## src/rtl/gde_pkg.sv

```systemverilog
package gde_pkg;

    typedef enum logic {
        PS_IDLE = 1'b0,
        PS_PEND = 1'b1
    } pend_state_t;

    typedef enum logic {
        ACC_NONSEC = 1'b0,
        ACC_SEC    = 1'b1
    } acc_kind_t;

    // Bit positions that software decodes, per access kind
    localparam int unsigned SV_NS_BIT = 1;
    localparam int unsigned SV_S_BIT  = 0;
    localparam int unsigned NV_NS_BIT = 0;

endpackage

```

## src/rtl/gde_bank_reg.sv

```systemverilog
module gde_bank_reg
    import gde_pkg::*;
#(
    parameter int unsigned DATA_W = 32
) (
    input  logic              clk,
    input  logic              rst_n,
    input  logic              rd,
    input  logic              wr,
    input  logic              secure,
    input  logic [DATA_W-1:0] wdata,
    input  logic              lock,
    output logic [DATA_W-1:0] rdata,
    output logic              en_s,
    output logic              en_ns
);

    localparam int unsigned HI_W = DATA_W - 2;

    acc_kind_t         kind;
    logic [DATA_W-1:0] view;
    logic              unused_hi;

    assign kind      = secure ? ACC_SEC : ACC_NONSEC;
    assign unused_hi = ^wdata[DATA_W-1:2];

    // Read view selected by the access attribute
    always_comb begin
        view = '0;
        unique case (kind)
            ACC_SEC: begin
                view[SV_NS_BIT] = en_ns;
                view[SV_S_BIT]  = en_s;
            end
            ACC_NONSEC: begin
                view[NV_NS_BIT] = en_ns;
            end
        endcase
    end

    // Enable bits: secure bit obeys the lock, non-secure bit never does
    always_ff @(posedge clk or negedge rst_n) begin
        if (!rst_n) begin
            en_s  <= 1'b0;
            en_ns <= 1'b0;
        end else if (wr) begin
            unique case (kind)
                ACC_SEC: begin
                    en_ns <= wdata[SV_NS_BIT];
                    if (!lock) begin
                        en_s <= wdata[SV_S_BIT];
                    end
                end
                ACC_NONSEC: begin
                    en_ns <= wdata[NV_NS_BIT];
                end
            endcase
        end
    end

    // Registered read data, held between reads
    always_ff @(posedge clk or negedge rst_n) begin
        if (!rst_n) begin
            rdata <= {HI_W + 2{1'b0}};
        end else if (rd) begin
            rdata <= view;
        end
    end

endmodule

```

## src/rtl/gde_pend_cell.sv

```systemverilog
module gde_pend_cell
    import gde_pkg::*;
(
    input  logic clk,
    input  logic rst_n,
    input  logic irq,
    input  logic grp_sec,
    input  logic en_s,
    input  logic en_ns,
    input  logic clr,
    output logic pending
);

    pend_state_t state_q;
    pend_state_t state_d;
    logic        irq_q;
    logic        rise;
    logic        grp_on;
    logic        set_ok;

    assign rise   = irq & ~irq_q;
    assign grp_on = grp_sec ? en_s : en_ns;
    assign set_ok = rise & grp_on;

    // Input history, tracked whether or not the group is enabled
    always_ff @(posedge clk or negedge rst_n) begin
        if (!rst_n) begin
            irq_q <= 1'b0;
        end else begin
            irq_q <= irq;
        end
    end

    // State register
    always_ff @(posedge clk or negedge rst_n) begin
        if (!rst_n) begin
            state_q <= PS_IDLE;
        end else begin
            state_q <= state_d;
        end
    end

    // Transitions: T_SET, T_CLR, T_HOLD
    always_comb begin
        state_d = state_q;
        unique case (state_q)
            PS_IDLE: begin
                if (set_ok) begin
                    state_d = PS_PEND;
                end
            end
            PS_PEND: begin
                if (clr && !set_ok) begin
                    state_d = PS_IDLE;
                end
            end
        endcase
    end

    // Outputs
    always_comb begin
        unique case (state_q)
            PS_IDLE: pending = 1'b0;
            PS_PEND: pending = 1'b1;
        endcase
    end

endmodule

```

## src/rtl/gde_distributor_en.sv

```systemverilog
module gde_distributor_en
    import gde_pkg::*;
#(
    parameter int unsigned N_IRQ  = 8,
    parameter int unsigned DATA_W = 32
) (
    input  logic              clk,
    input  logic              rst_n,
    input  logic              bus_rd,
    input  logic              bus_wr,
    input  logic              bus_secure,
    input  logic [DATA_W-1:0] bus_wdata,
    output logic [DATA_W-1:0] bus_rdata,
    input  logic              lock_in,
    input  logic [N_IRQ-1:0]  irq_in,
    input  logic [N_IRQ-1:0]  irq_group,
    input  logic [N_IRQ-1:0]  pend_clr,
    output logic [N_IRQ-1:0]  pending,
    output logic              en_secure,
    output logic              en_nonsecure
);

    gde_bank_reg #(.DATA_W(DATA_W)) u_bank (
        .clk    (clk),
        .rst_n  (rst_n),
        .rd     (bus_rd),
        .wr     (bus_wr),
        .secure (bus_secure),
        .wdata  (bus_wdata),
        .lock   (lock_in),
        .rdata  (bus_rdata),
        .en_s   (en_secure),
        .en_ns  (en_nonsecure)
    );

    for (genvar i = 0; i < N_IRQ; i++) begin : g_line
        gde_pend_cell u_cell (
            .clk     (clk),
            .rst_n   (rst_n),
            .irq     (irq_in[i]),
            .grp_sec (irq_group[i]),
            .en_s    (en_secure),
            .en_ns   (en_nonsecure),
            .clr     (pend_clr[i]),
            .pending (pending[i])
        );
    end

endmodule

```

## config.mk

```make
export PLATFORM = sky130hd
export DESIGN_NAME = gde_distributor_en
export DESIGN_NICKNAME = d
export VERILOG_FILES = /design/src/rtl/gde_pkg.sv /design/src/rtl/gde_bank_reg.sv /design/src/rtl/gde_pend_cell.sv /design/src/rtl/gde_distributor_en.sv
export SDC_FILE = /design/constraint.sdc
export NUM_CORES = 1
export LEC_CHECK = 0
export ABC_AREA = 1
export BUFFER_PORTS_ARGS = -buffer_cell sky130_fd_sc_hd__buf_4
export CORE_MARGIN = 3
export CORE_UTILIZATION = 34
export CTS_CLUSTER_SIZE = 14
export DETAILED_ROUTE_END_ITERATION = 16
export PLACE_DENSITY = 0.76
export SYNTH_ARGS = -nofsm -noshare
export SYNTH_HDL_FRONTEND = slang
export SYNTH_SLANG_ARGS = --single-unit
```

## constraint.sdc

```tcl
create_clock -name clk -period 0.8 [get_ports clk]
set_input_delay 0.08 -clock clk [delete_from_list [all_inputs] [get_ports clk]]
set_output_delay 0.08 -clock clk [all_outputs]
set_load 0.005 [all_outputs]
```

# Word level (Yosys, flattened, before mapping)
# Cells that the tools add are included.
[totals] regBits=20 wordCells=114
[classes] muxes=44 bitwise_logic=34 n_reduce_logical=17
[op_table] cell="1-bit one-hot mux with 2 select lines" count=18
[op_table] cell="1-bit two-way mux" count=26
[op_table] cell="1-bit inverter" count=18
[op_table] cell="1-bit bitwise AND" count=16
[op_table] cell="1-bit logical AND" count=8
[op_table] cell="1-bit logical NOT" count=8
[op_table] cell="3-bit AND reduction" count=1

# Logic depth before layout (Yosys ltp)
# Gate-level depths: netlist of run 1.
[depth] ltp_word=7 ltp_mapped=5

# Modules after synthesis
# From an unflattened synthesis of run 1, not the netlist that was laid out.
[unflattened] hier_cells=155 hier_area_um2=1129.8
[by_module_without_submodules] mod="gde_pend_cell" n_inst=8 cells_each=12 area_per_inst_um2=87.6 seq_area_each_um2=50.0
[by_module_without_submodules] mod="gde_bank_reg" n_inst=1 cells_each=59 area_per_inst_um2=429.2 seq_area_each_um2=100.1

# Worst setup path before layout of run 1
# OpenSTA, ideal clock, no wires.
[synth_timing] kind="reg2reg" startpoint="register u_bank.en_s" endpoint="register u_bank.rdata[0]" setup_time_ns=0.117 t_arrival_ns=0.722 required_time_ns=0.683 path_slack_ns=-0.039 path_stages_with_launch=6 path_buffers=1 synth_period_minus_slack_ns=0.839 cell_sequence="dfrtp_1 -> buf_2 -> inv_1 -> nand2_1 -> nand3_1 -> nand2_1"
[synth_via] elab_chain_len=1
[synth_lines] element="start, declared" line_no="gde_bank_reg.sv:14" text="output logic en_s,"
[synth_lines] element="start signal, assigned" line_no="gde_bank_reg.sv:51" text="en_s <= wdata[SV_S_BIT];"
[synth_lines] element="1-bit one-hot mux with 2 select lines" line_no="gde_bank_reg.sv:30" text="unique case (kind)"
[synth_lines] element="end signal, assigned" line_no="gde_bank_reg.sv:64" text="rdata <= {HI_W + 2{1'b0}};"
[synth_lines] element="end signal, assigned" line_no="gde_bank_reg.sv:66" text="rdata <= view;"
[synth_lines] element="end, declared" line_no="gde_bank_reg.sv:13" text="output logic [DATA_W-1:0] rdata,"
# No other way between the ends.
# A chain may end at the register's enable or synchronous reset.

# Final worst setup path of run 1
[layout_timing] startpoint="register u_bank.en_s" endpoint="output port en_secure"
[layout_rtl] element="end, declared" line_no="gde_distributor_en.sv:19" text="output logic en_secure,"
# No word-level cell between the ends.

==> results by group, run 1 <==
Pwr
  • Design Power: 2.65 mW
  • Lkg Pwr: 1.06 nW
  • Power per cell area: 1540 nW/um^2
  • Maximum vdd drop: 0.00106 V

Routing
  • Routed wire per std cell: 9.11 um
  • Via/cell ratio: 3.65
  • DR iter-0 viols: 17
  • Vias post-DR: 988
  • DR pass1 iterations: 5
  • Final ANT Viol Nets: 0
  • Final wirelength: 2470 um
  • DRC: 0

STA
  • Tmin final: 949 ps
  • Final Slew Violations: 0
  • Fin crit share: 119%
  • Fin. Hold Viols: 0
  • Final Skew: 12.7 ps
  • Final setup violation count: 23
  • Worst Slack Setup Final: -149 ps
  • FMAX: 1.05 GHz
  • Unrepaired setup endpoints after global routing: yes

Synth
  • Post-synth top cells: 59 x nand2_1, 38 x buf_4, 29 x inv_1
  • Syn avg cell area: 7.31 um^2
  • Ys async rst share: 100%
  • Syn Inst Count: 165
  • Yosys top cell area share: 41.5%
  • Mapped Area: 1210 um^2
  • Dominant cells by area after synthesis: dfrtp_1 41%, buf_4 24%, nand2_1 18%, inv_1 9.0%, nor2_1 2.5%
  • Unique masters post-synth: 12
  • Synth Flop Type: dfrtp_1
  • Seq/Total Area, Yosys: 41.5%
  • Number of synthesis warnings: 0
  • Post-synth top area cell: dfrtp_1
  • EDFF count, synth: 0
  • #FFs+latches synth: 20
  • Top-count cell post-synth: nand2_1

Layout
  • Multi-input logic area: 399 um^2
  • Area added between synthesis and finish: 43.0%
  • Ant. Diodes: 0
  • FF+latch area: 503 um^2
  • Nets: 288
  • Fill cells: 337
  • Layout cells sized above 1: 26.2%

Die
  • Initial Util: 35.6%
  • Die H: 65.6 um
  • Die Area: 4300 um^2
  • Die Wd: 65.6 um
  • IO Pins: 104
  • Core ar.: 3390 um^2
  • Row cnt: 21

Job
  • Number of max-cap violations: 0

Clock network
  • H-tree Lvls: 1
  • CTS clk-pin slew, worst paths: 120 ps
  • TritonCTS clock tree: done
  • Worst-case clock buffer depth: 2
  • Clk sinks: 20
  • Cts bufs inserted: 3
  • CTS root buf: clkbuf_4
  • Worst skew pair latency: 310 ps

Critical path
  • Critical path type: flop to output pin
  • Critical path launch point type: flop
  • Max incr delay on CP: 440 ps
  • Required @ worst endpoint: 720 ps
  • CP cell instances: buf_6
  • Crit path capture type: output pin
  • CP max FO: 2
  • CP arrival: 870 ps
  • Worst path bufs/invs: 1
  • CP top delay family: flip-flops
  • CP max stage cell: dfrtp_2

Placement
  • Routability cong.: 0.697
  • DP HPWL: 1650 um
  • Port bufs: 43
  • Place WS: -141 ps

Status
  • Status: finished, violations left
  • Failing checks: setup timing

Min path
  • Hold Path Class: primary input to flop

Global routing
  • Vias in the first global route: 930
  • First-pass GRT wire length: 3880 um
  • Initial antenna violation count: 0
  • Largest net degree at the start of global routing: 21
  • Tot GR Track Use: 11.7%
  • GRT overflow: 0
-- kinds of logic after synthesis --
group | synth area share (%)
other cells | 0.311
flops | 41.5
buf+inv | 34.6
simple gates | 23.5
-- report_power, final --
part | switching, mW | internal [mW]
clock network | 0.320 | 0.507
registers | 0.0591 | 1.10
logic | 0.281 | 0.388
-- final timing paths --
kind	start	end	slack, ps	cells past startpoint
min in group asynchronous	rst_n	g_line[1].u_cell.state_q	180	2
setup reg to reg	u_bank.en_ns	g_line[4].u_cell.state_q	-130	5
max in group asynchronous	rst_n	u_bank.en_s	410	2
setup / recovery	u_bank.en_s	en_secure	-150	1
hold reg to reg	g_line[1].u_cell.irq_q	g_line[1].u_cell.state_q	490	3
hold / removal	bus_wr	u_bank.en_ns	20	3
-- what timing repair did --
item                                    CTS  global route
gates resized for setup                  14             2
hold buffers                             18             0
hold endpoints to repair                 37             0
endpoints found under the setup margin   24            24
setup buffers                             4             2
cloned                                    0             0
-- sequential cells by signal (all words and copies together), names as in the netlist --
name                   count
g_line.u_cell.state_q      8
u_bank.rdata               2
g_line.u_cell.irq_q        8
u_bank.en_ns               1
u_bank.en_s                1
-- layer usage --
| metal | part of all wire (%) | vias up | global-route usage [%] |
|---|---|---|---|
| li1 | - | 522 | - |
| met1 | 39 | 410 | 12.7 |
| met2 | 50 | 48 | 21.2 |
| met3 | 10 | 8 | 5.13 |
| met4 | 0.77 | 0 | 1.55 |
| met5 | 0 | - | 0 |
-- area by class of cell --
cell class                      instances  area share, %
Clock buffer                            3           1.31
Timing Repair Buffer                   67           34.6
Clock inverter                          1           1.74
Inverter                               31           6.74
Sequential cell                        20           29.2
Tap cell                               46           3.34
Multi-Input combinational cell        103           23.1
-- metrics by stage --
stage / utilization, % / hold slack [ps] / setup TNS (ps) / instances / instance area (um^2)
after floorplan: - / -216 / -46.7 / 194 / 1320
after global placement: 41.1 / -27.0 / -787 / 243 / 1390
after detailed placement: 41.1 / -25.2 / -973 / 243 / 1390
after CTS: 50.3 / 6.99 / -2840 / 269 / 1700
after global routing: 50.9 / 26.9 / -3710 / 271 / 1730
final: 50.9 / 20.0 / -2700 / 271 / 1730
-- layout by cell type (no fill, tap or decap) --
cell / synthesis / layout
nand2_1: 59 / 58
buf_4: 38 / 36
conb_1: 1 / 30
inv_1: 29 / 28
dfrtp_1: 20 / 18
dlygate4sd3_1: 0 / 18
buf_6: 1 / 13
nor2_1: 8 / 8
nand3_1: 4 / 4
inv_2: 2 / 3
clkbuf_4: 0 / 3
dfrtp_2: 0 / 2
or2_0: 1 / 1
nand2_2: 0 / 1
nand4_1: 1 / 1
bufinv_16: 0 / 1
No activity file was read; power rests on OpenSTA's default activity.
==> run 2, diff against run 1 <==
- ABC_AREA: 1 -> default
- CORE_UTILIZATION: 34 -> 32
- PLACE_DENSITY: 0.76 -> 0.75
==> run 2 against run 1 <==
  * The flow still finishes with violations (setup timing)
  * Setup slack worse by 43 ps
  * Sequential share of layout area is 1.2 points higher
  * Core utilization is 1.5 points higher
  * Register-to-register slack worse by 50 ps
  * Total power is 9.1% lower
  * Via count is 18% lower
  * Synthesized cell count is 37% lower
  * Area after synthesis is 9.8% lower
  * Sequential power hardly changed
  * Global-route usage is 0.98 points lower
  * Clock power is 46% lower
  * Largest cell class unchanged
==> results by group, run 2 <==
Synth
  • Mapped Area: 1090 um^2
  • Seq/Total Area, Yosys: 46.0%
  • Syn avg cell area: 10.5 um^2
  • Ys async rst share: 100%
  • Unique masters post-synth: 12
  • Top-count cell post-synth: buf_4
  • Number of synthesis warnings: 0
  • Dominant cells by area after synthesis: dfrtp_1 46%, buf_4 28%, mux2i_1 9.2%, o32ai_1 6.4%, inv_1 5.9%
  • Synth Flop Type: dfrtp_1
  • Post-synth top cells: 40 x buf_4, 20 x dfrtp_1, 17 x inv_1
  • Post-synth top area cell: dfrtp_1
  • #FFs+latches synth: 20
  • Syn Inst Count: 104
  • Yosys top cell area share: 46.0%
  • EDFF count, synth: 0

Min path
  • Hold path depth: 3
  • Hold Path Class: primary input to flop
  • Hold Startpoint: bus_wr

Critical path
  • Critical path launch point type: flop
  • Crit path capture type: output pin
  • Max incr delay on CP: 400 ps
  • CP cell instances: buf_6 -> buf_6
  • Worst path bufs/invs: 2
  • Worst Setup SP: u_bank.en_ns
  • CP max FO: 3
  • CP max stage cell: dfrtp_1
  • FF-to-FF path depth: 4
  • CP top delay family: flip-flops
  • Required @ worst endpoint: 720 ps
  • Critical path type: flop to output pin
  • CP arrival: 910 ps
  • R2R Setup Slk: -180 ps
  • Cell count along the critical path: 2
  • R2R Path End: g_line[7].u_cell.state_q
  • CP most frequent cell: buf_6
  • Setup crit end: en_nonsecure
  • Reg2reg start: u_bank.en_ns

Clock network
  • CTS clk-pin slew, worst paths: 100 ps
  • Worst-case clock buffer depth: 2
  • TritonCTS clock tree: done
  • Worst skew pair latency: 290 ps
  • Cts bufs inserted: 3
  • Clk sinks: 20
  • CTS root buf: clkbuf_4
  • H-tree Lvls: 1

STA
  • Final Slew Violations: 0
  • Final setup violation count: 24
  • Final Skew: 1.80 ps
  • Tmin final: 992 ps
  • Fin crit share: 124%
  • Fin. Hold Viols: 0
  • FMAX: 1.01 GHz
  • Unrepaired setup endpoints after global routing: yes
  • Worst Slack Setup Final: -192 ps
  • Setup TNS: -2770 ps

Die
  • Core ar.: 3150 um^2
  • Initial Util: 34.5%
  • Die Area: 4140 um^2
  • Die Wd: 64.3 um
  • IO Pins: 104
  • Row cnt: 20
  • Die H: 64.3 um

Global routing
  • Vias in the first global route: 779
  • First-pass GRT wire length: 3340 um
  • Largest net degree at the start of global routing: 21
  • Initial antenna violation count: 0
  • GRT overflow: 0
  • Tot GR Track Use: 10.7%

Placement
  • Place WS: -255 ps
  • Routability cong.: 0.673
  • Port bufs: 43
  • Placed cells: 182
  • DP HPWL: 1600 um

Routing
  • Vias post-DR: 810
  • Routed wire per std cell: 10.8 um
  • DR pass1 iterations: 2
  • Via/cell ratio: 3.79
  • Final ANT Viol Nets: 0
  • DR iter-0 viols: 19
  • Final wirelength: 2320 um
  • DRC: 0

Pwr
  • Power per cell area: 1460 nW/um^2
  • Design Power: 2.41 mW
  • Sequential share of power: 49.2%
  • Internal Power: 1.79 mW
  • Sw Ratio: 25.7%
  • Clk network pwr share: 18.6%
  • Power share of the combinational group: 32.1%
  • Lkg Pwr: 0.872 nW
  • Sw Pwr: 0.621 mW
  • Maximum vdd drop: 0.00104 V

Layout
  • Fin util: 52.4%
  • Commonest non-fill, non-tap cell in the layout: buf_4
  • Nets: 234
  • Commonest cells after routing, fill and taps aside: 39 x buf_4, 30 x conb_1, 20 x dlygate4sd3_1, 19 x dfrtp_1, 17 x inv_1
  • Largest regs: g_line.u_cell.irq_q x8, g_line.u_cell.state_q x8, u_bank.rdata x2
  • Ant. Diodes: 0
  • Post-route insts no fill: 214
  • Area added between synthesis and finish: 51.7%
  • Layout cells sized above 1: 36.5%

Status
  • Status: finished, violations left
  • Failing checks: setup timing

Job
  • Number of max-cap violations: 0
## run 2: cell count changes after synthesis, sizes merged, moves of 3 or more
| cell | change |
|---|---|
| nor2 | -6 |
| mux2i | +10 |
| nand3 | -3 |
| inv | -14 |
| nand2 | -59 |
| o32ai | +8 |
## run 2: cell type report
type,count,area [um^2]
Tap cell,44,55.1
Timing Repair Buffer,74,662
Clock buffer,3,22.5
Fill cell,291,1500
Inverter,17,63.8
Multi-Input combinational cell,56,347
Sequential cell,20,502
## run 2: tightest hold or removal path, stage by stage
cell	delay, ps
buf_4	100
nor2_2	30
a21oi_1	110
## run 2: power by group through the flow
stage	Sequential, mW	Combinational (mW)	Clock (mW)
global route	1.20	0.845	0.557
finish	1.19	0.775	0.450
detailed placement	1.20	0.511	0
global placement	1.20	0.505	0
floorplan	1.17	0.414	0
CTS	1.18	0.737	0.509
## run 2: stage by stage
step / hold slack [ps] / area (um^2)
6_report: 69.1 / 1650
5_1_grt: 37.2 / 1650
3_3_place_gp: -24.7 / 1290
3_5_place_dp: -22.9 / 1290
2_1_floorplan: -216 / 1200
4_1_cts: 6.78 / 1610
## run 2: cell families after synthesis
family,count (synthesis),synth area share [%]
simple gates,4,1.84
mux,11,10.6
flops,20,46.0
buf+inv,57,33.4
other cells,1,0.344
compound gates,11,7.82
## run 2: worst min-delay path by stage
| stage | to | slack (ps) |
|---|---|---|
| after floorplan | g_line[0].u_cell.irq_q | -220 |
| after global placement | g_line[0].u_cell.irq_q | -20 |
| after detailed placement | g_line[0].u_cell.irq_q | -20 |
| after CTS | u_bank.en_s | 7 |
| after global routing | u_bank.en_ns | 40 |
| final | u_bank.en_ns | 70 |
## run 2: what timing repair did
item / 4_1_cts / 5_1_grt
endpoints found under the setup margin: 24 / 24
setup buffers: 7 / 2
pin swaps: 2 / 1
endpoints found under the hold margin: 39 / 1
hold buffers: 19 / 1
gates resized for setup: 16 / 4
## run 2: metal layers
| metal | GRT usage, % | part of all wire, % | vias to the layer above |
|---|---|---|---|
| met5 | 0 | 0 | - |
| met4 | 1.58 | 0 | 0 |
| met3 | 4.57 | 8.4 | 0 |
| met2 | 20.7 | 58 | 41 |
| met1 | 10.5 | 34 | 371 |
| li1 | - | - | 398 |
